`src/rtl/exc_entry_pkg.sv`:
```
package exc_entry_pkg;

    localparam int XLEN      = 32;
    localparam int SR_W      = 16;
    localparam int IDX_W     = 5;
    localparam int EXC_COUNT = 15;
    localparam int VEC_SHIFT = 8;

    // supervision register bit positions
    localparam int SR_SUP    = 0;
    localparam int SR_IRQ_EN = 1;
    localparam int SR_TMR_EN = 2;
    localparam int SR_DMMU   = 3;
    localparam int SR_IMMU   = 4;
    localparam int SR_DSX    = 5;

    // exception indices
    localparam int IDX_TICK    = 5;
    localparam int IDX_ILLEGAL = 7;
    localparam int IDX_EXT     = 8;
    localparam int IDX_SYSCALL = 12;

    typedef enum logic [1:0] {
        ST_IDLE  = 2'd0,
        ST_ENTER = 2'd1,
        ST_FAULT = 2'd2
    } entry_state_e;

endpackage

```
`src/rtl/exc_entry_arb.sv`:
```
module exc_entry_arb #(
    parameter int IDX_W     = 5,
    parameter int EXC_COUNT = 15,
    parameter int IDX_TICK  = 5,
    parameter int IDX_EXT   = 8
) (
    input  logic             exc_valid_i,
    input  logic [IDX_W-1:0] exc_idx_i,
    input  logic             ext_irq_i,
    input  logic             tmr_irq_i,
    input  logic             irq_en_i,
    input  logic             tmr_en_i,
    output logic             req_o,
    output logic [IDX_W-1:0] idx_o,
    output logic             idx_ok_o
);
    logic ext_take;
    logic tmr_take;

    assign ext_take = ext_irq_i & irq_en_i;
    assign tmr_take = tmr_irq_i & tmr_en_i;

    // synchronous exception first, then timer, then external
    always_comb begin
        if (exc_valid_i)   idx_o = exc_idx_i;
        else if (tmr_take) idx_o = IDX_W'(IDX_TICK);
        else if (ext_take) idx_o = IDX_W'(IDX_EXT);
        else               idx_o = '0;
    end

    assign req_o    = exc_valid_i | tmr_take | ext_take;
    assign idx_ok_o = (idx_o != '0) && (int'(idx_o) < EXC_COUNT);

endmodule

```
`src/rtl/exc_entry_addr.sv`:
```
module exc_entry_addr #(
    parameter int XLEN        = 32,
    parameter int IDX_W       = 5,
    parameter int VEC_SHIFT   = 8,
    parameter int IDX_SYSCALL = 12,
    parameter int IDX_ILLEGAL = 7
) (
    input  logic [XLEN-1:0]  pc_i,
    input  logic             dslot_i,
    input  logic [IDX_W-1:0] idx_i,
    output logic [XLEN-1:0]  epc_o,
    output logic [XLEN-1:0]  vec_o,
    output logic             illegal_o
);
    localparam logic [XLEN-1:0] INSN_BYTES = XLEN'(4);

    logic            is_syscall;
    logic [XLEN-1:0] slot_adj;

    assign is_syscall = (idx_i == IDX_W'(IDX_SYSCALL));
    assign illegal_o  = (idx_i == IDX_W'(IDX_ILLEGAL));

    assign slot_adj = dslot_i ? (pc_i - INSN_BYTES) : pc_i;
    assign epc_o    = is_syscall ? (slot_adj + INSN_BYTES) : slot_adj;
    assign vec_o    = XLEN'(idx_i) << VEC_SHIFT;

endmodule

```
`src/rtl/exc_entry_regs.sv`:
```
module exc_entry_regs #(
    parameter int XLEN      = 32,
    parameter int SR_W      = 16,
    parameter int SR_SUP    = 0,
    parameter int SR_IRQ_EN = 1,
    parameter int SR_TMR_EN = 2,
    parameter int SR_DMMU   = 3,
    parameter int SR_IMMU   = 4,
    parameter int SR_DSX    = 5
) (
    input  logic            clk,
    input  logic            rst_n,
    input  logic            enter_i,
    input  logic            dslot_i,
    input  logic            illegal_i,
    input  logic [XLEN-1:0] epc_i,
    input  logic [XLEN-1:0] pc_i,
    input  logic            sr_we_i,
    input  logic [SR_W-1:0] sr_wdata_i,
    input  logic            ll_we_i,
    input  logic [XLEN-1:0] ll_addr_i,
    output logic [SR_W-1:0] sr_o,
    output logic [SR_W-1:0] esr_o,
    output logic [XLEN-1:0] epcr_o,
    output logic [XLEN-1:0] eear_o,
    output logic [XLEN-1:0] ll_addr_o
);
    localparam logic [SR_W-1:0] SR_RST = SR_W'(1) << SR_SUP;

    logic [SR_W-1:0] sr_q, esr_q, sr_entry;
    logic [XLEN-1:0] epcr_q, eear_q, ll_q;

    always_comb begin
        sr_entry            = sr_q;
        sr_entry[SR_IRQ_EN] = 1'b0;
        sr_entry[SR_TMR_EN] = 1'b0;
        sr_entry[SR_DMMU]   = 1'b0;
        sr_entry[SR_IMMU]   = 1'b0;
        sr_entry[SR_SUP]    = 1'b1;
        sr_entry[SR_DSX]    = dslot_i;
    end

    always_ff @(posedge clk) begin
        if (!rst_n) begin
            sr_q   <= SR_RST;
            esr_q  <= '0;
            epcr_q <= '0;
            eear_q <= '0;
            ll_q   <= '0;
        end else if (enter_i) begin
            sr_q   <= sr_entry;
            esr_q  <= sr_q;
            epcr_q <= epc_i;
            if (illegal_i) eear_q <= pc_i;
            ll_q   <= '1;
        end else begin
            if (sr_we_i) sr_q <= sr_wdata_i;
            if (ll_we_i) ll_q <= ll_addr_i;
        end
    end

    assign sr_o      = sr_q;
    assign esr_o     = esr_q;
    assign epcr_o    = epcr_q;
    assign eear_o    = eear_q;
    assign ll_addr_o = ll_q;

endmodule

```
`src/rtl/exc_entry_ctrl.sv`:
```
module exc_entry_ctrl
    import exc_entry_pkg::*;
#(
    parameter int P_XLEN      = XLEN,
    parameter int P_SR_W      = SR_W,
    parameter int P_IDX_W     = IDX_W,
    parameter int P_EXC_COUNT = EXC_COUNT,
    parameter int P_VEC_SHIFT = VEC_SHIFT
) (
    input  logic                 clk,
    input  logic                 rst_n,
    input  logic                 exc_valid_i,
    input  logic [P_IDX_W-1:0]   exc_idx_i,
    input  logic                 ext_irq_i,
    input  logic                 tmr_irq_i,
    input  logic [P_XLEN-1:0]    pc_i,
    input  logic                 dslot_i,
    input  logic                 sr_we_i,
    input  logic [P_SR_W-1:0]    sr_wdata_i,
    input  logic                 ll_we_i,
    input  logic [P_XLEN-1:0]    ll_addr_i,
    output logic                 entry_o,
    output logic                 redirect_valid_o,
    output logic [P_XLEN-1:0]    redirect_pc_o,
    output logic                 unhandled_o,
    output logic                 dslot_clr_o,
    output logic                 tlb_flush_o,
    output logic                 mmu_bypass_o,
    output logic [P_SR_W-1:0]    sr_o,
    output logic [P_SR_W-1:0]    esr_o,
    output logic [P_XLEN-1:0]    epcr_o,
    output logic [P_XLEN-1:0]    eear_o,
    output logic [P_XLEN-1:0]    ll_addr_o
);
    entry_state_e       state_q, state_d;
    logic [P_IDX_W-1:0] pend_idx_q;
    logic [P_XLEN-1:0]  pc_q;
    logic               dslot_q;

    logic               req;
    logic [P_IDX_W-1:0] sel_idx;
    logic               sel_ok;
    logic [P_XLEN-1:0]  epc;
    logic [P_XLEN-1:0]  vec;
    logic               is_illegal;
    logic               enter;

    exc_entry_arb #(
        .IDX_W     (P_IDX_W),
        .EXC_COUNT (P_EXC_COUNT),
        .IDX_TICK  (IDX_TICK),
        .IDX_EXT   (IDX_EXT)
    ) u_arb (
        .exc_valid_i (exc_valid_i),
        .exc_idx_i   (exc_idx_i),
        .ext_irq_i   (ext_irq_i),
        .tmr_irq_i   (tmr_irq_i),
        .irq_en_i    (sr_o[SR_IRQ_EN]),
        .tmr_en_i    (sr_o[SR_TMR_EN]),
        .req_o       (req),
        .idx_o       (sel_idx),
        .idx_ok_o    (sel_ok)
    );

    exc_entry_addr #(
        .XLEN        (P_XLEN),
        .IDX_W       (P_IDX_W),
        .VEC_SHIFT   (P_VEC_SHIFT),
        .IDX_SYSCALL (IDX_SYSCALL),
        .IDX_ILLEGAL (IDX_ILLEGAL)
    ) u_addr (
        .pc_i      (pc_q),
        .dslot_i   (dslot_q),
        .idx_i     (pend_idx_q),
        .epc_o     (epc),
        .vec_o     (vec),
        .illegal_o (is_illegal)
    );

    exc_entry_regs #(
        .XLEN      (P_XLEN),
        .SR_W      (P_SR_W),
        .SR_SUP    (SR_SUP),
        .SR_IRQ_EN (SR_IRQ_EN),
        .SR_TMR_EN (SR_TMR_EN),
        .SR_DMMU   (SR_DMMU),
        .SR_IMMU   (SR_IMMU),
        .SR_DSX    (SR_DSX)
    ) u_regs (
        .clk        (clk),
        .rst_n      (rst_n),
        .enter_i    (enter),
        .dslot_i    (dslot_q),
        .illegal_i  (is_illegal),
        .epc_i      (epc),
        .pc_i       (pc_q),
        .sr_we_i    (sr_we_i),
        .sr_wdata_i (sr_wdata_i),
        .ll_we_i    (ll_we_i),
        .ll_addr_i  (ll_addr_i),
        .sr_o       (sr_o),
        .esr_o      (esr_o),
        .epcr_o     (epcr_o),
        .eear_o     (eear_o),
        .ll_addr_o  (ll_addr_o)
    );

    // state register
    always_ff @(posedge clk) begin
        if (!rst_n) state_q <= ST_IDLE;
        else        state_q <= state_d;
    end

    // snapshot of the accepted request; cleared back to "none" on return
    always_ff @(posedge clk) begin
        if (!rst_n) begin
            pend_idx_q <= '0;
            pc_q       <= '0;
            dslot_q    <= 1'b0;
        end else if (state_q == ST_IDLE && req) begin
            pend_idx_q <= sel_idx;
            pc_q       <= pc_i;
            dslot_q    <= dslot_i;
        end else if (state_q != ST_IDLE) begin
            pend_idx_q <= '0;
            dslot_q    <= 1'b0;
        end
    end

    // next state
    always_comb begin
        state_d = state_q;
        unique case (state_q)
            ST_IDLE:  if (req) state_d = sel_ok ? ST_ENTER : ST_FAULT;
            ST_ENTER: state_d = ST_IDLE;
            ST_FAULT: state_d = ST_IDLE;
            default:  state_d = ST_IDLE;
        endcase
    end

    // outputs
    always_comb begin
        enter            = 1'b0;
        redirect_valid_o = 1'b0;
        unhandled_o      = 1'b0;
        dslot_clr_o      = 1'b0;
        tlb_flush_o      = 1'b0;
        mmu_bypass_o     = 1'b0;
        unique case (state_q)
            ST_IDLE: ;
            ST_ENTER: begin
                enter            = 1'b1;
                redirect_valid_o = 1'b1;
                dslot_clr_o      = dslot_q;
                tlb_flush_o      = 1'b1;
                mmu_bypass_o     = 1'b1;
            end
            ST_FAULT: unhandled_o = 1'b1;
            default: ;
        endcase
    end

    assign entry_o       = enter;
    assign redirect_pc_o = redirect_valid_o ? vec : '0;

endmodule

```
`config.mk`:
```
export PLATFORM = sky130hd
export DESIGN_NAME = exc_entry_ctrl
export DESIGN_NICKNAME = d
export VERILOG_FILES = /design/src/rtl/exc_entry_pkg.sv /design/src/rtl/exc_entry_arb.sv /design/src/rtl/exc_entry_addr.sv /design/src/rtl/exc_entry_regs.sv /design/src/rtl/exc_entry_ctrl.sv
export SDC_FILE = /design/constraint.sdc
export NUM_CORES = 1
export LEC_CHECK = 0
export ABC_AREA = 1
export BUFFER_PORTS_ARGS = -buffer_cell sky130_fd_sc_hd__buf_2
export CAP_MARGIN = 20
export CORE_ASPECT_RATIO = 1.25
export CORE_MARGIN = 5
export CORE_UTILIZATION = 50
export DETAILED_ROUTE_END_ITERATION = 8
export GPL_TIMING_DRIVEN = 0
export PLACE_DENSITY = 0.79
export RECOVER_POWER = 25
export SYNTH_ARGS = -nofsm -noshare
export SYNTH_HDL_FRONTEND = slang
export SYNTH_SLANG_ARGS = --single-unit
export TNS_END_PERCENT = 5
```
`constraint.sdc`:
```
create_clock -name clk -period 4.1 [get_ports clk]
set_input_delay 0.615 -clock clk [delete_from_list [all_inputs] [get_ports clk]]
set_output_delay 0.615 -clock clk [all_outputs]
set_load 0.1 [all_outputs]
```
==> results.cfg <==
[drt]
remaining_drc_errors = 0
avgViaCountPerCell = 5.116
drtIter0Drc = 538
dr.pass1.iters = 8
drt-total-wl_mm = 24.11
vias = 8180
drtAntennaViolNets = 0
routedWlPerCell_um = 15.08

[setup_path]
crit_chain = inv_1 > nor2_1 > clkbuf_1 > buf_4 > buf_2
timing.rr.start = pc_q[2]$_SDFFE_PN0P_
crit_buf_inv = 4
critPathRequiredTime_ns = 3.48
rr_worst_depth = 17
cp.arrival_ns = 2.46
crit_family = buffers and inverters
crit_start = state_q[0]$_SDFFE_PN0P_
cp_num_cells = 5
cp_slowest_stage_delay_ns = 0.54
cp-endpoint = redirect_valid_o
worst-r2r-setup-slack_ns = 1.33
cp-end-kind = primary output
worstSetupStartpointType = flip-flop
regToRegEndpoint = u_regs.epcr_o[28]$_SDFFE_PN0P_
path_max_fanout = 13
path_class = reg -> out
cp_slowest_cell = nor2_1

[sta]
skew_ns = 0.008876
setup_tns_ns = 0
finalHoldViolCount = 0
hold_ws_ns = 0.3990
slew_viol_final = 0
timing.final.crit_share_pct = 75.09
max_freq_ghz = 0.3248
min_period_ns = 3.079
rsz0062_at_grt = no
setup_violations = 0
maxSlewHeadroom_pct = 20.78
tightest_slew_ns = 1.193

[layout]
final_common_cell = nand2_1
nets = 1469
mostFrequentLayoutCells = nand2_1, buf_2, dfxtp_1, o21ai_0, inv_1
syn_to_final_growth_pct = 25.91
n_antenna_cell = 0
fill_cells = 1457
drive_gt1_share_pct = 25.02

[power_and_ir_drop]
power-per-cell-area_mw_per_mm2 = 466.2
netSwitchingPower_w = 0.001792
max-vdd-ir-drop_v = 0.0003033
power_frac_seq_pct = 38.3
p_comb_share_pct = 26.4
switching_share_pct = 38.15
leakagePower_nw = 4.980
internal_power_w = 0.002905
p_clk_share_pct = 35.2

[place]
hpwl_mm = 19.18
globalplace.congestion = 0.9004
port_buffers = 229

[global_route]
grt_use_total_pct = 25.73
grt_max_degree = 18
grt_pass1_vias = 7870
grt-ovfl-total = 0
antenna_found_initial = 0
grt_pass1_wl_mm = 37.79

[logic_synthesis]
ys_seq_area_share_pct = 42.03
yosysWarningCount = 0
synthTopCellsByArea = dfxtp_1, nand2_1, o21ai_0
netlist_area_sq_mm = 0.008003
yosys.area.top_type_share_pct = 42.03
yosys.area.top_type = dfxtp_1
synth.distinct_cells = 41
synth.avg_cell_area_sq_um = 7.275
synth_seq_cells = 168
synthCells = 1100

[clock_tree]
tritoncts = yes
clk_pin_slew_ns = 0.07
cts_resized = 0
worstSkewPairLatency_ns = 0.43
root_buffer = clkbuf_16
cts_setup_buffers = 0
cts_hold_buf = 0
cts_sinks = 168
clock_path_buffers = 2
cts_max_level = 4
numCtsBuffers = 17

[floorplanning]
die_w_um = 123.2
die_h_um = 151.4
fp.coreArea_sq_mm = 0.01563
initial_core_util_pct = 51.19
rows = 51
dieArea_sq_mm = 0.01865
io_pins = 259

[job]
cap_violations = 0

[hold_path]
min_from = sr_wdata_i[10]
hold_path.class = in -> reg

[outcome]
outcome = completed
==> state kept, by name, indices dropped and copies added (netlist names) <==
register and count:
pc_q 32, u_regs.eear_o 32, u_regs.epcr_o 32, u_regs.ll_addr_o 32, u_regs.esr_o 16, u_regs.sr_o 16, pend_idx_q 5, state_q 2
dslot_q 1
==> through the flow <==
stage          std cells  area [sq um]  power (W)  setup slack [ns]  util, %
3_3_place_gp        1567          9512   0.003058             1.489    60.84
6_report            1599         10080   0.004697             1.021    64.45
2_1_floorplan       1126          8100   0.002820             1.241        -
4_1_cts             1599         10120   0.004718             1.177    64.75
5_1_grt             1599         10080   0.004890            0.7921    64.45
3_5_place_dp        1567          9512   0.003073             1.396    60.84
==> cell type report <==
cell class / instances / area, sq um / share of cell area (%)
Buffer: 75 / 412.9 / 4.098
Clock buffer: 17 / 425.4 / 4.222
Clock inverter: 15 / 185.2 / 1.838
Inverter: 130 / 490.5 / 4.868
Multi-Input combinational cell: 753 / 3831 / 38.02
Sequential cell: 168 / 3363 / 33.38
Tap cell: 212 / 265.3 / 2.633
Timing Repair Buffer: 229 / 1102 / 10.94
==> power groups by stage <==
stage / logic, W / registers (W) / clock network (W)
3_5_place_dp: 0.00124 / 0.00183 / 0
4_1_cts: 0.00124 / 0.00180 / 0.00168
2_1_floorplan: 0.000593 / 0.00223 / 0
5_1_grt: 0.00133 / 0.00181 / 0.00175
6_report: 0.00124 / 0.00180 / 0.00166
3_3_place_gp: 0.00123 / 0.00183 / 0
==> synthesized netlist by cell type <==
library cell  number
o21a_1             1
a22o_1            15
inv_2              4
nand2_1          227
o21bai_1           1
buf_2              3
inv_4              1
nor3_2             1
nand4_1           21
nand3_1           50
or2_1              1
buf_4             32
a31oi_1            2
o221ai_1           1
dfxtp_1          168
buf_6              1
a21o_1             1
nand3_2            6
nor2_1            91
nor2_2            17
o211ai_1           1
nand2_4            1
o21ai_1            4
nor3_1             4
o22ai_1            4
o31ai_1            2
nor2_4            11
nor4_1             2
clkinv_1           2
ha_1               2
nand2_2           13
xor2_1             1
or4_1              1
buf_1              3
inv_1            123
conb_1             1
a21oi_1           79
clkbuf_1          36
mux2_2            32
o21ai_0          131
a32o_1             3
==> worst register-to-register path, delay by kind of cell, from the launching register on <==
| kind | cells | cell delay, ns |
|---|---|---|
| AOI/OAI and AO/OA | 1 | 0.22 |
| DFF | 1 | 0.37 |
| buffers and inverters | 3 | 0.35 |
| and+or+nand+nor | 11 | 1.23 |
| adders and majority gates | 2 | 0.49 |
==> worst min path at each step <==
stage,endpoint,slack [ns],depth (start not counted)
floorplan,pc_q[0]$_SDFFE_PN0P_,0.44,2
global placement,u_regs.epcr_o[12]$_SDFFE_PN0P_,0.43,1
detailed placement,u_regs.epcr_o[12]$_SDFFE_PN0P_,0.43,1
CTS,u_regs.sr_o[10]$_SDFFE_PN0P_,0.39,3
global route,u_regs.sr_o[8]$_SDFFE_PN0P_,0.40,3
finish,u_regs.sr_o[10]$_SDFFE_PN0P_,0.40,3
==> cells by family (layout without fill, tap and decap cells) <==
family / count (synthesis) / after routing / share of synthesized area [%]
other cells: 1 / 27 / 0.04686
flops: 168 / 168 / 42.03
mux: 32 / 32 / 4.503
xor+xnor: 1 / 1 / 0.1095
buf+inv: 205 / 466 / 11.29
simple gates: 446 / 446 / 25.17
compound gates: 245 / 245 / 16.54
fa+ha+maj: 2 / 2 / 0.3126
==> metal layers <==
layer / track usage (%) / share of wire (%)
met1: 26.26 / 37
met2: 48.63 / 53
met3: 7.807 / 7.6
met4: 9.418 / 2.7
met5: 0 / 0
Note: power is estimated with default switching activity, not from simulation.
